==> src/rtl/spi_seq_pkg.sv <==
package spi_seq_pkg;
  typedef enum logic [2:0] {
    ST_IDLE, ST_LOAD, ST_SHIFT, ST_STORE, ST_WAIT, ST_NEXT
  } seq_state_e;

  typedef enum logic [1:0] {
    MSG_IDLE = 2'b00,
    MSG_BUSY = 2'b01,
    MSG_OK   = 2'b10,
    MSG_ERR  = 2'b11
  } msg_stat_e;
endpackage

==> src/rtl/spi_seq_delay.sv <==
module spi_seq_delay #(
  parameter int DLY_W = 8
) (
  input  logic             clk,
  input  logic             rst_n,
  input  logic             load,
  input  logic [DLY_W-1:0] load_val,
  output logic             expired
);
  logic [DLY_W-1:0] cnt;

  always_ff @(posedge clk) begin
    if (!rst_n)             cnt <= '0;
    else if (load)          cnt <= load_val;
    else if (cnt != '0)     cnt <= cnt - 1'b1;
  end

  assign expired = (cnt == '0);
endmodule

==> src/rtl/spi_seq_csdrv.sv <==
module spi_seq_csdrv #(
  parameter int NUM_CS = 4,
  parameter int DEV_W  = 2
) (
  input  logic              cs_act,
  input  logic [DEV_W-1:0]  dev,
  output logic [NUM_CS-1:0] cs_n
);
  for (genvar i = 0; i < NUM_CS; i++) begin : g_cs
    assign cs_n[i] = !(cs_act && (dev == DEV_W'(i)));
  end
endmodule

==> src/rtl/spi_seq_ctrl.sv <==
module spi_seq_ctrl
  import spi_seq_pkg::*;
#(
  parameter int LEN_W = 8,
  parameter int DLY_W = 8,
  parameter int DEV_W = 2,
  parameter int ACT_W = 12
) (
  input  logic             clk,
  input  logic             rst_n,
  input  logic             desc_valid,
  output logic             desc_ready,
  input  logic [LEN_W-1:0] desc_len,
  input  logic             desc_has_tx,
  input  logic             desc_store_rx,
  input  logic [DLY_W-1:0] desc_delay,
  input  logic             desc_cs_change,
  input  logic             desc_last,
  input  logic [DEV_W-1:0] desc_dev,
  input  logic [2:0]       desc_mode,
  input  logic [7:0]       desc_baud,
  input  logic             tx_valid,
  output logic             tx_ready,
  input  logic [7:0]       tx_data,
  output logic             rx_valid,
  input  logic             rx_ready,
  output logic [7:0]       rx_data,
  output logic [2:0]       eng_mode,
  output logic [7:0]       eng_baud,
  output logic             eng_load,
  output logic [7:0]       eng_wdata,
  input  logic             eng_done,
  input  logic             eng_wcol,
  input  logic             eng_modf,
  input  logic [7:0]       eng_rdata,
  output logic             dly_load,
  output logic [DLY_W-1:0] dly_val,
  input  logic             dly_expired,
  output logic             cs_act,
  output logic [DEV_W-1:0] cs_dev,
  output logic [1:0]       msg_status,
  output logic [ACT_W-1:0] msg_actual,
  output logic             spurious
);
  seq_state_e       state, state_d;
  logic [LEN_W-1:0] x_len, rem;
  logic [DLY_W-1:0] x_delay;
  logic             x_has_tx, x_store, x_csch, x_last;
  logic [7:0]       byte_q, rx_q, baud_q;
  logic [2:0]       mode_q;
  logic             load_q, cs_q, spur_q;
  logic [DEV_W-1:0] dev_q;
  logic [1:0]       stat_q;
  logic [ACT_W-1:0] act_q;

  logic take, send, resend, fin_byte, abort, to_wait, xfer_end, flag_any;

  assign desc_ready = (state == ST_IDLE) || (state == ST_NEXT);
  assign tx_ready   = (state == ST_LOAD) && x_has_tx;
  assign rx_valid   = (state == ST_STORE);
  assign flag_any   = eng_done || eng_wcol || eng_modf;

  always_comb begin
    state_d  = state;
    take     = 1'b0;
    send     = 1'b0;
    resend   = 1'b0;
    fin_byte = 1'b0;
    abort    = 1'b0;
    to_wait  = 1'b0;
    xfer_end = 1'b0;
    unique case (state)
      ST_IDLE, ST_NEXT: if (desc_valid) begin
        take = 1'b1;
        if (desc_len == '0) begin state_d = ST_WAIT; to_wait = 1'b1; end
        else state_d = ST_LOAD;
      end
      ST_LOAD: if (!x_has_tx || tx_valid) begin
        send    = 1'b1;
        state_d = ST_SHIFT;
      end
      ST_SHIFT: begin
        if (eng_modf) begin
          abort   = 1'b1;
          state_d = ST_IDLE;
        end else if (eng_done && eng_wcol) begin
          resend = 1'b1;
        end else if (eng_done) begin
          fin_byte = 1'b1;
          if (x_store) state_d = ST_STORE;
          else if (rem == LEN_W'(1)) begin state_d = ST_WAIT; to_wait = 1'b1; end
          else state_d = ST_LOAD;
        end
      end
      ST_STORE: if (rx_ready) begin
        if (rem == '0) begin state_d = ST_WAIT; to_wait = 1'b1; end
        else state_d = ST_LOAD;
      end
      ST_WAIT: if (dly_expired) begin
        xfer_end = 1'b1;
        state_d  = x_last ? ST_IDLE : ST_NEXT;
      end
      default: state_d = ST_IDLE;
    endcase
  end

  assign dly_load = to_wait;
  assign dly_val  = take ? desc_delay : x_delay;

  always_ff @(posedge clk) begin
    if (!rst_n) begin
      state    <= ST_IDLE;
      x_len    <= '0;
      rem      <= '0;
      x_delay  <= '0;
      x_has_tx <= 1'b0;
      x_store  <= 1'b0;
      x_csch   <= 1'b0;
      x_last   <= 1'b0;
      byte_q   <= '0;
      rx_q     <= '0;
      mode_q   <= '0;
      baud_q   <= '0;
      load_q   <= 1'b0;
      cs_q     <= 1'b0;
      spur_q   <= 1'b0;
      dev_q    <= '0;
      stat_q   <= MSG_IDLE;
      act_q    <= '0;
    end else begin
      state  <= state_d;
      load_q <= send || resend;
      spur_q <= flag_any && (state != ST_SHIFT);
      if (send) byte_q <= x_has_tx ? tx_data : 8'h00;
      if (take) begin
        x_len    <= desc_len;
        rem      <= desc_len;
        x_delay  <= desc_delay;
        x_has_tx <= desc_has_tx;
        x_store  <= desc_store_rx;
        x_csch   <= desc_cs_change;
        x_last   <= desc_last;
        cs_q     <= 1'b1;
        if (state == ST_IDLE) begin
          mode_q <= desc_mode;
          baud_q <= desc_baud;
          dev_q  <= desc_dev;
          act_q  <= '0;
          stat_q <= MSG_BUSY;
        end
      end
      if (fin_byte) begin
        rem  <= rem - 1'b1;
        rx_q <= eng_rdata;
      end
      if (abort) begin
        cs_q   <= 1'b0;
        stat_q <= MSG_ERR;
      end
      if (xfer_end) begin
        act_q <= act_q + ACT_W'(x_len);
        if (x_last) begin
          cs_q   <= 1'b0;
          stat_q <= MSG_OK;
        end else if (x_csch) begin
          cs_q <= 1'b0;
        end
      end
    end
  end

  assign rx_data    = rx_q;
  assign eng_mode   = mode_q;
  assign eng_baud   = baud_q;
  assign eng_load   = load_q;
  assign eng_wdata  = byte_q;
  assign cs_act     = cs_q;
  assign cs_dev     = dev_q;
  assign msg_status = stat_q;
  assign msg_actual = act_q;
  assign spurious   = spur_q;
endmodule

==> src/rtl/spi_seq_top.sv <==
module spi_seq_top #(
  parameter int LEN_W  = 8,
  parameter int DLY_W  = 8,
  parameter int NUM_CS = 4,
  parameter int ACT_W  = 12,
  localparam int DEV_W = (NUM_CS > 1) ? $clog2(NUM_CS) : 1
) (
  input  logic              clk,
  input  logic              rst_n,
  input  logic              desc_valid,
  output logic              desc_ready,
  input  logic [LEN_W-1:0]  desc_len,
  input  logic              desc_has_tx,
  input  logic              desc_store_rx,
  input  logic [DLY_W-1:0]  desc_delay,
  input  logic              desc_cs_change,
  input  logic              desc_last,
  input  logic [DEV_W-1:0]  desc_dev,
  input  logic [2:0]        desc_mode,
  input  logic [7:0]        desc_baud,
  input  logic              tx_valid,
  output logic              tx_ready,
  input  logic [7:0]        tx_data,
  output logic              rx_valid,
  input  logic              rx_ready,
  output logic [7:0]        rx_data,
  output logic [2:0]        eng_mode,
  output logic [7:0]        eng_baud,
  output logic              eng_load,
  output logic [7:0]        eng_wdata,
  input  logic              eng_done,
  input  logic              eng_wcol,
  input  logic              eng_modf,
  input  logic [7:0]        eng_rdata,
  output logic [NUM_CS-1:0] cs_n,
  output logic [1:0]        msg_status,
  output logic [ACT_W-1:0]  msg_actual,
  output logic              spurious
);
  logic             dly_load, dly_expired, cs_act;
  logic [DLY_W-1:0] dly_val;
  logic [DEV_W-1:0] cs_dev;

  spi_seq_ctrl #(.LEN_W(LEN_W), .DLY_W(DLY_W), .DEV_W(DEV_W), .ACT_W(ACT_W)) u_ctrl (
    .clk(clk), .rst_n(rst_n),
    .desc_valid(desc_valid), .desc_ready(desc_ready), .desc_len(desc_len),
    .desc_has_tx(desc_has_tx), .desc_store_rx(desc_store_rx), .desc_delay(desc_delay),
    .desc_cs_change(desc_cs_change), .desc_last(desc_last), .desc_dev(desc_dev),
    .desc_mode(desc_mode), .desc_baud(desc_baud),
    .tx_valid(tx_valid), .tx_ready(tx_ready), .tx_data(tx_data),
    .rx_valid(rx_valid), .rx_ready(rx_ready), .rx_data(rx_data),
    .eng_mode(eng_mode), .eng_baud(eng_baud), .eng_load(eng_load), .eng_wdata(eng_wdata),
    .eng_done(eng_done), .eng_wcol(eng_wcol), .eng_modf(eng_modf), .eng_rdata(eng_rdata),
    .dly_load(dly_load), .dly_val(dly_val), .dly_expired(dly_expired),
    .cs_act(cs_act), .cs_dev(cs_dev),
    .msg_status(msg_status), .msg_actual(msg_actual), .spurious(spurious)
  );

  spi_seq_delay #(.DLY_W(DLY_W)) u_delay (
    .clk(clk), .rst_n(rst_n), .load(dly_load), .load_val(dly_val), .expired(dly_expired)
  );

  spi_seq_csdrv #(.NUM_CS(NUM_CS), .DEV_W(DEV_W)) u_cs (
    .cs_act(cs_act), .dev(cs_dev), .cs_n(cs_n)
  );
endmodule

==> config.mk <==
export PLATFORM = sky130hd
export DESIGN_NAME = spi_seq_top
export DESIGN_NICKNAME = d
export VERILOG_FILES = /design/src/rtl/spi_seq_pkg.sv /design/src/rtl/spi_seq_delay.sv /design/src/rtl/spi_seq_csdrv.sv /design/src/rtl/spi_seq_ctrl.sv /design/src/rtl/spi_seq_top.sv
export SDC_FILE = /design/constraint.sdc
export NUM_CORES = 1
export LEC_CHECK = 0
export ABC_CLOCK_PERIOD_IN_PS = 2500
export BUFFER_PORTS_ARGS = -buffer_cell sky130_fd_sc_hd__buf_2
export CAP_MARGIN = 30
export CORE_MARGIN = 1
export CORE_UTILIZATION = 52
export CTS_CLUSTER_DIAMETER = 150
export DETAILED_ROUTE_END_ITERATION = 8
export MAX_ROUTING_LAYER = met4
export PLACE_DENSITY = 0.77
export SYNTH_ARGS = -nofsm -noshare
export SYNTH_HDL_FRONTEND = slang
export SYNTH_SLANG_ARGS = --single-unit
==> constraint.sdc <==
create_clock -name clk -period 2.5 [get_ports clk]
set_clock_uncertainty 0.05 [all_clocks]
set_input_delay 0.625 -clock clk [delete_from_list [all_inputs] [get_ports clk]]
set_output_delay 0.625 -clock clk [all_outputs]
set_load 0.1 [all_outputs]
==> metrics.cfg, run 1 <==
[timing]
fin_crit_sh_pct = 93.7
worstMarginPinSlew_ps = 569
min_period_ps = 2340
setup_viol = 0
slew_viol_final = 0
rsz0062_at_grt = false
hold_ws_ps = 404
clock.fmax_mhz = 427
tns_ps = 0
hold_viol = 0
slew_headroom_pct = 62.1

[yosys]
synth-edff-count = 0
ys.flop_type = dfxtp_1
synth-seq-area-share_pct = 43.2
syn-mean-instance-area_um2 = 8.15
synth_area_um2 = 3940
synth.distinct_cells = 51
syn-num-nets = 552
synth_seq_cells = 85
ys_async_sr_fraction_pct = 0
syn_inst = 483
yosysWarnings = 0

[detailed_routing]
avgViaCountPerCell = 5.62
finalWirelength_um = 9800
drtPass1Iterations = 5
drtIter0Drc = 210
route.detailed.drc = 0
wire_per_inst_um = 14.2
postRouteAntennaNets = 0
vias = 3868

[power_and_ir_drop]
ir_drop_mv = 0.635
finalPower_w = 0.00480
p_leak_nw = 2.04
p_per_area_nw_per_um2 = 1000

[cells_and_area]
diodes = 0
multiInputGateArea_um2 = 2070
fin_nets = 653
drive_gt1_share_pct = 26.0
fill_cells = 663
regArea_um2 = 1710
area_growth_pct = 21.6

[critical_path]
ff2ff_setup_slack_ps = 270
worst_r2r_endpoint = u_ctrl.msg_actual[10]
cp.arrival_ps = 1670
critPathRequiredTime_ps = 1820
crit_type = reg -> out
start_kind = register
r2r_start = u_ctrl.x_len[0]
end_kind = output port
r2r.worst_path.cells = 8
crit_fanout = 10

[clock_network]
htreeDepth = 3
cts_made_buffers = 9
cts.path.max_buffers = 2
insertion_delay_ps = 360
clkTransAtPathRegs_ps = 90
cts_hold_buffers = 0
cts_tree = built
clkSinkCount = 85
cts_root_buffer = clkbuf_8

[hold_path]
whs_path_depth = 2
hold_path_class = reg -> reg
min_to = u_ctrl.rx_data[7]
hold_path.startpoint = u_ctrl.rx_data[7]

[global_routing]
grt_pass1_vias = 3555
antenna_found_initial = 0
grt_max_degree = 33
grt_use_total_pct = 26.6
grt_pass1_wl_um = 15800
globalRouteOverflowTotal = 0

[die]
fp.coreArea_um2 = 7290
rows = 31
die_x_um = 89.0
ios = 107
fp.dieH_um = 89.0
die_area_um2 = 7930
start_util_pct = 54.0

[placed_design]
dpl.hpwl_um = 7150
numPortBuffers = 106
place_congestion = 0.915

[run_status]
outcome = finished clean

[run]
cap_violations = 0

==> state kept, by name (all words and copies together) (netlist names) <==
register           count
u_ctrl.msg_actual     12
u_ctrl.eng_baud        8
u_ctrl.eng_wdata       8
u_ctrl.rem             8
u_ctrl.rx_data         8
u_ctrl.x_delay         8
u_ctrl.x_len           8
u_delay.cnt            8
u_ctrl.eng_mode        3
u_ctrl.state           3
u_ctrl.cs_dev          2
u_ctrl.msg_status      2
u_ctrl.cs_act          1
u_ctrl.eng_load        1
u_ctrl.spurious        1
u_ctrl.x_csch          1
u_ctrl.x_has_tx        1
u_ctrl.x_last          1
u_ctrl.x_store         1
==> per-layer routing <==
metal  up-vias  GRT usage, %  wire length (µm)
met5         -             -                 0
met3        19          5.17               509
met4         0          10.7               183
met2       129          44.6              4790
met1      1786          31.4              4320
li1       1934             -                 -
==> cells in the final DEF (no fill, tap or decap), types with 3 or more instances in the layout <==
cell	instances
xnor2_1	4
or3b_2	4
buf_4	12
o2111ai_1	3
or4_1	4
o31ai_1	4
ha_1	11
or3_1	9
nand3_1	21
a21oi_1	53
o21ai_0	9
nand3b_1	3
o32ai_1	3
o211ai_1	4
and3_1	6
a211oi_1	5
buf_2	105
nand2_1	91
nor2_1	36
a22oi_1	8
a21o_1	3
mux2i_1	7
nor3_1	10
a31oi_1	8
mux2_2	4
dfxtp_1	81
nor3b_1	4
nor2b_1	4
inv_1	10
o21a_1	5
nand2b_1	4
nand4_1	7
dfxtp_2	4
clkbuf_8	9
o311ai_0	3
==> power breakdown <==
group | internal (W) | switching (W) | total [W]
combinational | 0.000604 | 0.00139 | 0.00199
sequential | 0.00159 | 0.000206 | 0.00180
clock | 0.000477 | 0.000538 | 0.00102
==> cell families after synthesis <==
group / share of synthesized area (%)
mux: 2.92
buf+inv: 4.23
flops: 43.2
compound gates: 18.6
xor+xnor: 1.33
simple gates: 25.7
fa+ha+maj: 4.00
==> per-stage QoR <==
step	setup WS, ps	utilization, %	area (µm²)	cells
3_5_place_dp	167	62.8	4580	672
6_report	156	65.7	4790	688
4_1_cts	90.4	65.7	4790	688
5_1_grt	83.7	65.7	4790	688
2_1_floorplan	45.9	-	3940	483
3_3_place_gp	204	62.8	4580	672
==> final cells by class <==
| cell class | instances | share of cell area (%) |
|---|---|---|
| multi-input combinational | 358 | 43.3 |
| timing repair buffer | 118 | 13.3 |
| sequential | 85 | 35.6 |
| clock inverter | 7 | 1.72 |
| tap | 99 | 2.59 |
| clock buffer | 9 | 2.59 |
| inverter | 12 | 0.940 |
==> cell usage after synthesis, drive strengths merged, types with 5 or more instances <==
master,instances,area (µm²)
nand2,91,342
dfxtp,85,1700
a21oi,53,265
nor2,37,139
nand3,21,105
clkbuf,19,71.3
ha,11,138
inv,10,37.5
nor3,10,50.1
buf,9,50.1
o21ai,9,45.0
or3,9,56.3
a22oi,8,60.1
a31oi,8,50.1
mux2i,7,70.1
nand4,7,43.8
and3,6,37.5
a211oi,5,37.5
o21a,5,37.5
==> repair_timing <==
| item | CTS | global route |
|---|---|---|
| endpoints found under the setup margin | 1 | 1 |
| setup buffers | 0 | 0 |
| gates resized for setup | 1 | 2 |
==> worst max-delay path by stage <==
stage,slack [ps],from,to
floorplan,50,u_ctrl.msg_actual[0],u_ctrl.msg_actual[10]
global placement,200,desc_len[3],u_delay.cnt[4]
detailed placement,170,desc_len[3],u_delay.cnt[4]
CTS,90,u_ctrl.state[1],tx_ready
global route,80,u_ctrl.state[2],desc_ready
finish,160,u_ctrl.state[2],desc_ready
==> worst max-delay path, stage by stage, from the launching register on <==
cell,delay (ps)
dfxtp_1,530
xor2_1,170
nor2_2,150
buf_2,450
No activity file was read; power rests on OpenSTA's default activity.
==> run 2, diff against run 1 <==
- BUFFER_PORTS_ARGS: -buffer_cell sky130_fd_sc_hd__buf_2 -> unset
- CORE_UTILIZATION: 52 -> 55
- DONT_BUFFER_PORTS: unset -> 1
- PLACE_DENSITY: 0.77 -> 0.68
==> metrics.cfg, run 2 (synthesis gave the netlist of run 1 again) <==
[clock_network]
cts_setup_buffers = 0  ; unchanged
clkSinkCount = 85  ; unchanged
cts_tree = built  ; unchanged
cts.path.max_buffers = 2  ; unchanged
cts_hold_buffers = 0  ; unchanged
cts_made_buffers = 9  ; unchanged
htreeDepth = 3  ; unchanged
clkTransAtPathRegs_ps = 90  ; about the same
cts_root_buffer = clkbuf_8  ; unchanged
insertion_delay_ps = 360  ; about the same
postCtsResizedCells = 0  ; was 1

[cells_and_area]
final_cell_mix = nand2_1, dfxtp_1, buf_4  ; was buf_2, nand2_1, dfxtp_1
area_growth_pct = 16.3  ; was 21.6%
largest_reg_flops = 12  ; unchanged
drive_gt1_share_pct = 17.0  ; was 26.0%
fin_cells = 624  ; was 688
diodes = 0  ; unchanged
fin_nets = 592  ; was 653
final_area_um2 = 4580  ; was 4790 µm²
final_common_cell = nand2_1  ; was buf_2

[power_and_ir_drop]
finalPower_w = 0.00475  ; was 0.00480 W
p_leak_nw = 1.80  ; was 2.04 nW
ir_drop_mv = 0.862  ; was 0.635 mV
p_per_area_nw_per_um2 = 1040  ; was 1000 nW/µm²

[timing]
fin_crit_sh_pct = 95.3  ; was 93.7%
slew_viol_final = 0  ; unchanged
hold_viol = 0  ; unchanged
setup_viol = 0  ; unchanged
hold_ws_ps = 324  ; was 404 ps
slew_headroom_pct = 35.3  ; was 62.1%
worstMarginPinSlew_ps = 970  ; was 569 ps
rsz0062_at_grt = false  ; unchanged
tns_ps = 0  ; unchanged
min_period_ps = 2380  ; was 2340 ps
clock.fmax_mhz = 420  ; was 427 MHz

[critical_path]
cp_slowest_cell = dfxtp_1  ; unchanged
r2r_start = u_ctrl.x_len[0]  ; unchanged
crit_type = reg -> out  ; unchanged
critPathRequiredTime_ps = 1820  ; about the same
critPathLaunch = u_ctrl.state[0]  ; was u_ctrl.state[2]
end_kind = output port  ; unchanged
crit_fanout = 10  ; unchanged
max_stage_delay_ps = 550  ; was 530 ps
crit_family = flip-flops  ; unchanged
crit_chain = nor2b_1, and3_1, buf_4  ; was xor2_1, nor2_2, buf_2
critPathBufInv = 1  ; unchanged
cp.arrival_ps = 1710  ; was 1670 ps
start_kind = register  ; unchanged

[detailed_routing]
finalWirelength_um = 9380  ; was 9800 µm
drtPass1Iterations = 4  ; was 5
postRouteAntennaNets = 0  ; unchanged
wire_per_inst_um = 15.0  ; was 14.2 µm
route.detailed.drc = 0  ; unchanged
avgViaCountPerCell = 5.74  ; was 5.62
drtIter0Drc = 178  ; was 210
vias = 3581  ; was 3,868

[placed_design]
place_congestion = 0.884  ; was 0.915
post_dp_cell_area_um2 = 4380  ; was 4580 µm²
numPortBuffers = 0  ; was 106
dp.cells = 608  ; was 672
dpl.hpwl_um = 6560  ; was 7150 µm

[run_status]
outcome = finished clean  ; unchanged

[die]
fp.coreArea_um2 = 6870  ; was 7290 µm²
fp.dieH_um = 86.6  ; was 89.0 µm
start_util_pct = 57.3  ; was 54.0%
rows = 30  ; was 31
ios = 107  ; unchanged
die_area_um2 = 7500  ; was 7930 µm²
die_x_um = 86.6  ; was 89.0 µm

[global_routing]
grt_pass1_wl_um = 14800  ; was 15,800 µm
grt_max_degree = 58  ; was 33
globalRouteOverflowTotal = 0  ; unchanged
grt_pass1_vias = 3142  ; was 3,555
antenna_found_initial = 0  ; unchanged
grt_use_total_pct = 26.1  ; was 26.6%

[hold_path]
hold_path.startpoint = rst_n  ; was u_ctrl.rx_data[7]
hold_path_class = in -> reg  ; was reg -> reg

[run]
cap_violations = 0  ; unchanged

## run 2: worst paths after layout
kind	slack [ps]	endpoint	cells after the start
worst min-delay path	320	u_ctrl.rem[1]	2
worst min register to register	410	u_ctrl.eng_mode[0]	2
worst max-delay path	120	tx_ready	3
worst max register to register	230	u_ctrl.msg_actual[10]	8
## run 2: through the flow
step	setup WS, ps	util, %
finish	117	66.7
detailed placement	258	63.8
global placement	314	63.8
floorplan	45.9	-
CTS	103	66.7
global route	28.0	66.7
## run 2: cell type report
type                    instances  area (µm²)
clock buffers                   9         124
clock inverters                 7        73.8
fillers                       593        2290
inverters                      12        45.0
multi-input cells             358        2070
flip-flops and latches         85        1700
well taps                      96         120
repair buffers                 57         440
## run 2: metal layers
layer	track usage [%]	vias up	part of all wire (%)	wire, µm
li1	-	1799	-	-
met1	34.3	1657	47	4420
met2	39.0	107	46	4280
met3	4.86	18	5.4	509
met4	12.0	0	1.8	165
met5	-	-	0	0
## run 2: where the power goes
part	switching, W	internal [W]	leakage, nW
Combinational	0.00135	0.000610	1.00
Sequential	0.000209	0.00159	0.695
Clock	0.000523	0.000467	0.100
Total	0.00208	0.00266	1.80
==> run 3, diff against run 2 <==
- GPL_TIMING_DRIVEN: unset -> 0
- PLACE_DENSITY: 0.68 -> 0.69
==> metrics.cfg, run 3 (synthesis gave the netlist of run 1 again) <==
[placed_design]
dpl.hpwl_um = 7320  ; was 6560 µm
place_congestion = 0.912  ; was 0.884
post_dp_cell_area_um2 = 4120  ; was 4380 µm²
numPortBuffers = 0  ; unchanged
dp.cells = 582  ; was 608

[clock_network]
cts_made_buffers = 9  ; unchanged
cts_hold_buffers = 0  ; unchanged
clkTransAtPathRegs_ps = 90  ; about the same
cts_root_buffer = clkbuf_8  ; unchanged
cts_tree = built  ; unchanged
insertion_delay_ps = 350  ; was 360 ps
htreeDepth = 3  ; unchanged
cts.path.max_buffers = 2  ; unchanged
clkSinkCount = 85  ; unchanged

[critical_path]
cp.arrival_ps = 2610  ; was 1710 ps
crit_chain = ha_4, inv_1, fa_1, nand2b_4, a21oi_4, o32ai_4, or3_1, a21oi_1  ; was nor2b_1, and3_1, buf_4
start_kind = register  ; unchanged
crit_type = reg -> reg  ; was reg -> out
end_kind = register  ; was output port
crit_family = adder cells  ; was flip-flops
crit_fanout = 4  ; was 10
critPathRequiredTime_ps = 2740  ; was 1820 ps
critPathBufInv = 1  ; unchanged
cp_slowest_cell = dfxtp_4  ; was dfxtp_1
max_stage_delay_ps = 570  ; was 550 ps

[cells_and_area]
fill_cells = 619  ; was 593
diodes = 0  ; unchanged
final_common_cell = nand2_1  ; unchanged
fin_nets = 570  ; was 592
fin_cells = 602  ; was 624
drive_gt1_share_pct = 10.9  ; was 17.0%
area_growth_pct = 12.8  ; was 16.3%
final_cell_mix = nand2_1, dfxtp_1, a21oi_1  ; was nand2_1, dfxtp_1, buf_4
largest_reg_flops = 12  ; unchanged
final_area_um2 = 4440  ; was 4580 µm²

[timing]
rsz0062_at_grt = false  ; unchanged
worstMarginPinSlew_ps = 1040  ; was 970 ps
hold_viol = 0  ; unchanged
clock.fmax_mhz = 422  ; was 420 MHz
fin_crit_sh_pct = 94.7  ; was 95.3%
slew_viol_final = 0  ; unchanged
setup_viol = 0  ; unchanged
min_period_ps = 2370  ; was 2380 ps
slew_headroom_pct = 30.6  ; was 35.3%

[global_routing]
grt_use_total_pct = 28.0  ; was 26.1%
globalRouteOverflowTotal = 0  ; unchanged
grt_pass1_wl_um = 15700  ; was 14,800 µm
grt_pass1_vias = 3252  ; was 3,142
grt_max_degree = 15  ; was 58
antenna_found_initial = 0  ; unchanged

[detailed_routing]
route.detailed.drc = 0  ; unchanged
avgViaCountPerCell = 5.98  ; was 5.74
vias = 3602  ; was 3,581
postRouteAntennaNets = 0  ; unchanged
highest_layer = met4  ; unchanged
finalWirelength_um = 9910  ; was 9380 µm
wl_met2_um = 4660  ; was 4280 µm
drtPass1Iterations = 5  ; was 4
wire_per_inst_um = 16.5  ; was 15.0 µm
dr_wl_met3_um = 797  ; was 509 µm
drtIter0Drc = 239  ; was 178
met1_length_um = 4290  ; was 4420 µm

[power_and_ir_drop]
p_leak_nw = 1.61  ; was 1.80 nW
ir_drop_mv = 0.470  ; was 0.862 mV
p_per_area_nw_per_um2 = 1090  ; was 1040 nW/µm²

[run]
cap_violations = 0  ; unchanged

[die]
fp.coreArea_um2 = 6870  ; unchanged
ios = 107  ; unchanged
rows = 30  ; unchanged
start_util_pct = 57.3  ; unchanged
die_x_um = 86.6  ; unchanged
die_area_um2 = 7500  ; unchanged
fp.dieH_um = 86.6  ; unchanged

[run_status]
outcome = finished clean  ; unchanged

[hold_path]
hold_path_class = in -> reg  ; unchanged

-- run 3: worst register-to-register path, cell delays in order (launching register included) --
cell,delay (ps)
dfxtp_4,570
ha_4,190
inv_1,50
fa_1,440
nand2b_4,180
a21oi_4,210
o32ai_4,130
or3_1,360
a21oi_1,130
-- run 3: path summary, 6_finish.rpt --
path / from / to / slack, ps / depth (start not counted)
worst max register to register: u_ctrl.msg_actual[0] / u_ctrl.msg_actual[10] / 130 / 8
worst min-delay path: desc_baud[6] / u_ctrl.eng_baud[6] / 340 / 2
worst max-delay path: u_ctrl.msg_actual[0] / u_ctrl.msg_actual[10] / 130 / 8
worst min register to register: u_ctrl.x_csch / u_ctrl.x_csch / 410 / 2
-- run 3: area by class of cell --
| class | count | area [µm²] | share of cell area [%] |
|---|---|---|---|
| multi-input cells | 358 | 2130 | 47.8 |
| flip-flops and latches | 85 | 1720 | 38.6 |
| clock buffers | 10 | 128 | 2.87 |
| plain buffers | 28 | 121 | 2.73 |
| well taps | 96 | 120 | 2.70 |
| repair buffers | 7 | 100 | 2.25 |
| clock inverters | 6 | 87.6 | 1.97 |
| inverters | 12 | 45.0 | 1.01 |
-- run 3: metal layers --
metal  up-vias  GRT usage (%)
li1       1769              -
met1      1671           37.5
met2       144           43.0
met3        18           4.86
met4         0           9.39
met5         -              -
-- run 3: through the flow --
stage / hold WS, ps / setup TNS [ps] / setup WS (ps) / utilization [%] / total power [W]
floorplan: 387 / 0 / 45.9 / - / 0.00338
global placement: 395 / -1930 / -227 / 59.2 / 0.00366
detailed placement: 401 / -2090 / -221 / 60.0 / 0.00378
CTS: 340 / 0 / 31.4 / 63.5 / 0.00484
global route: 333 / 0 / 20.8 / 64.7 / 0.00511
finish: 344 / 0 / 132 / 64.7 / 0.00484
-- run 3: timing repair --
item / 4_1_cts / 5_1_grt
setup buffers: 1 / 0
resized for setup: 10 / 8
pin swaps: 1 / 1
setup endpoints to repair: 14 / 2
-- run 3: power breakdown --
group,switching (W),total (W),internal [W]
clock network,0.000509,0.00107,0.000561
logic,0.000997,0.00161,0.000609
registers,0.000581,0.00217,0.00158
total,0.00209,0.00484,0.00275
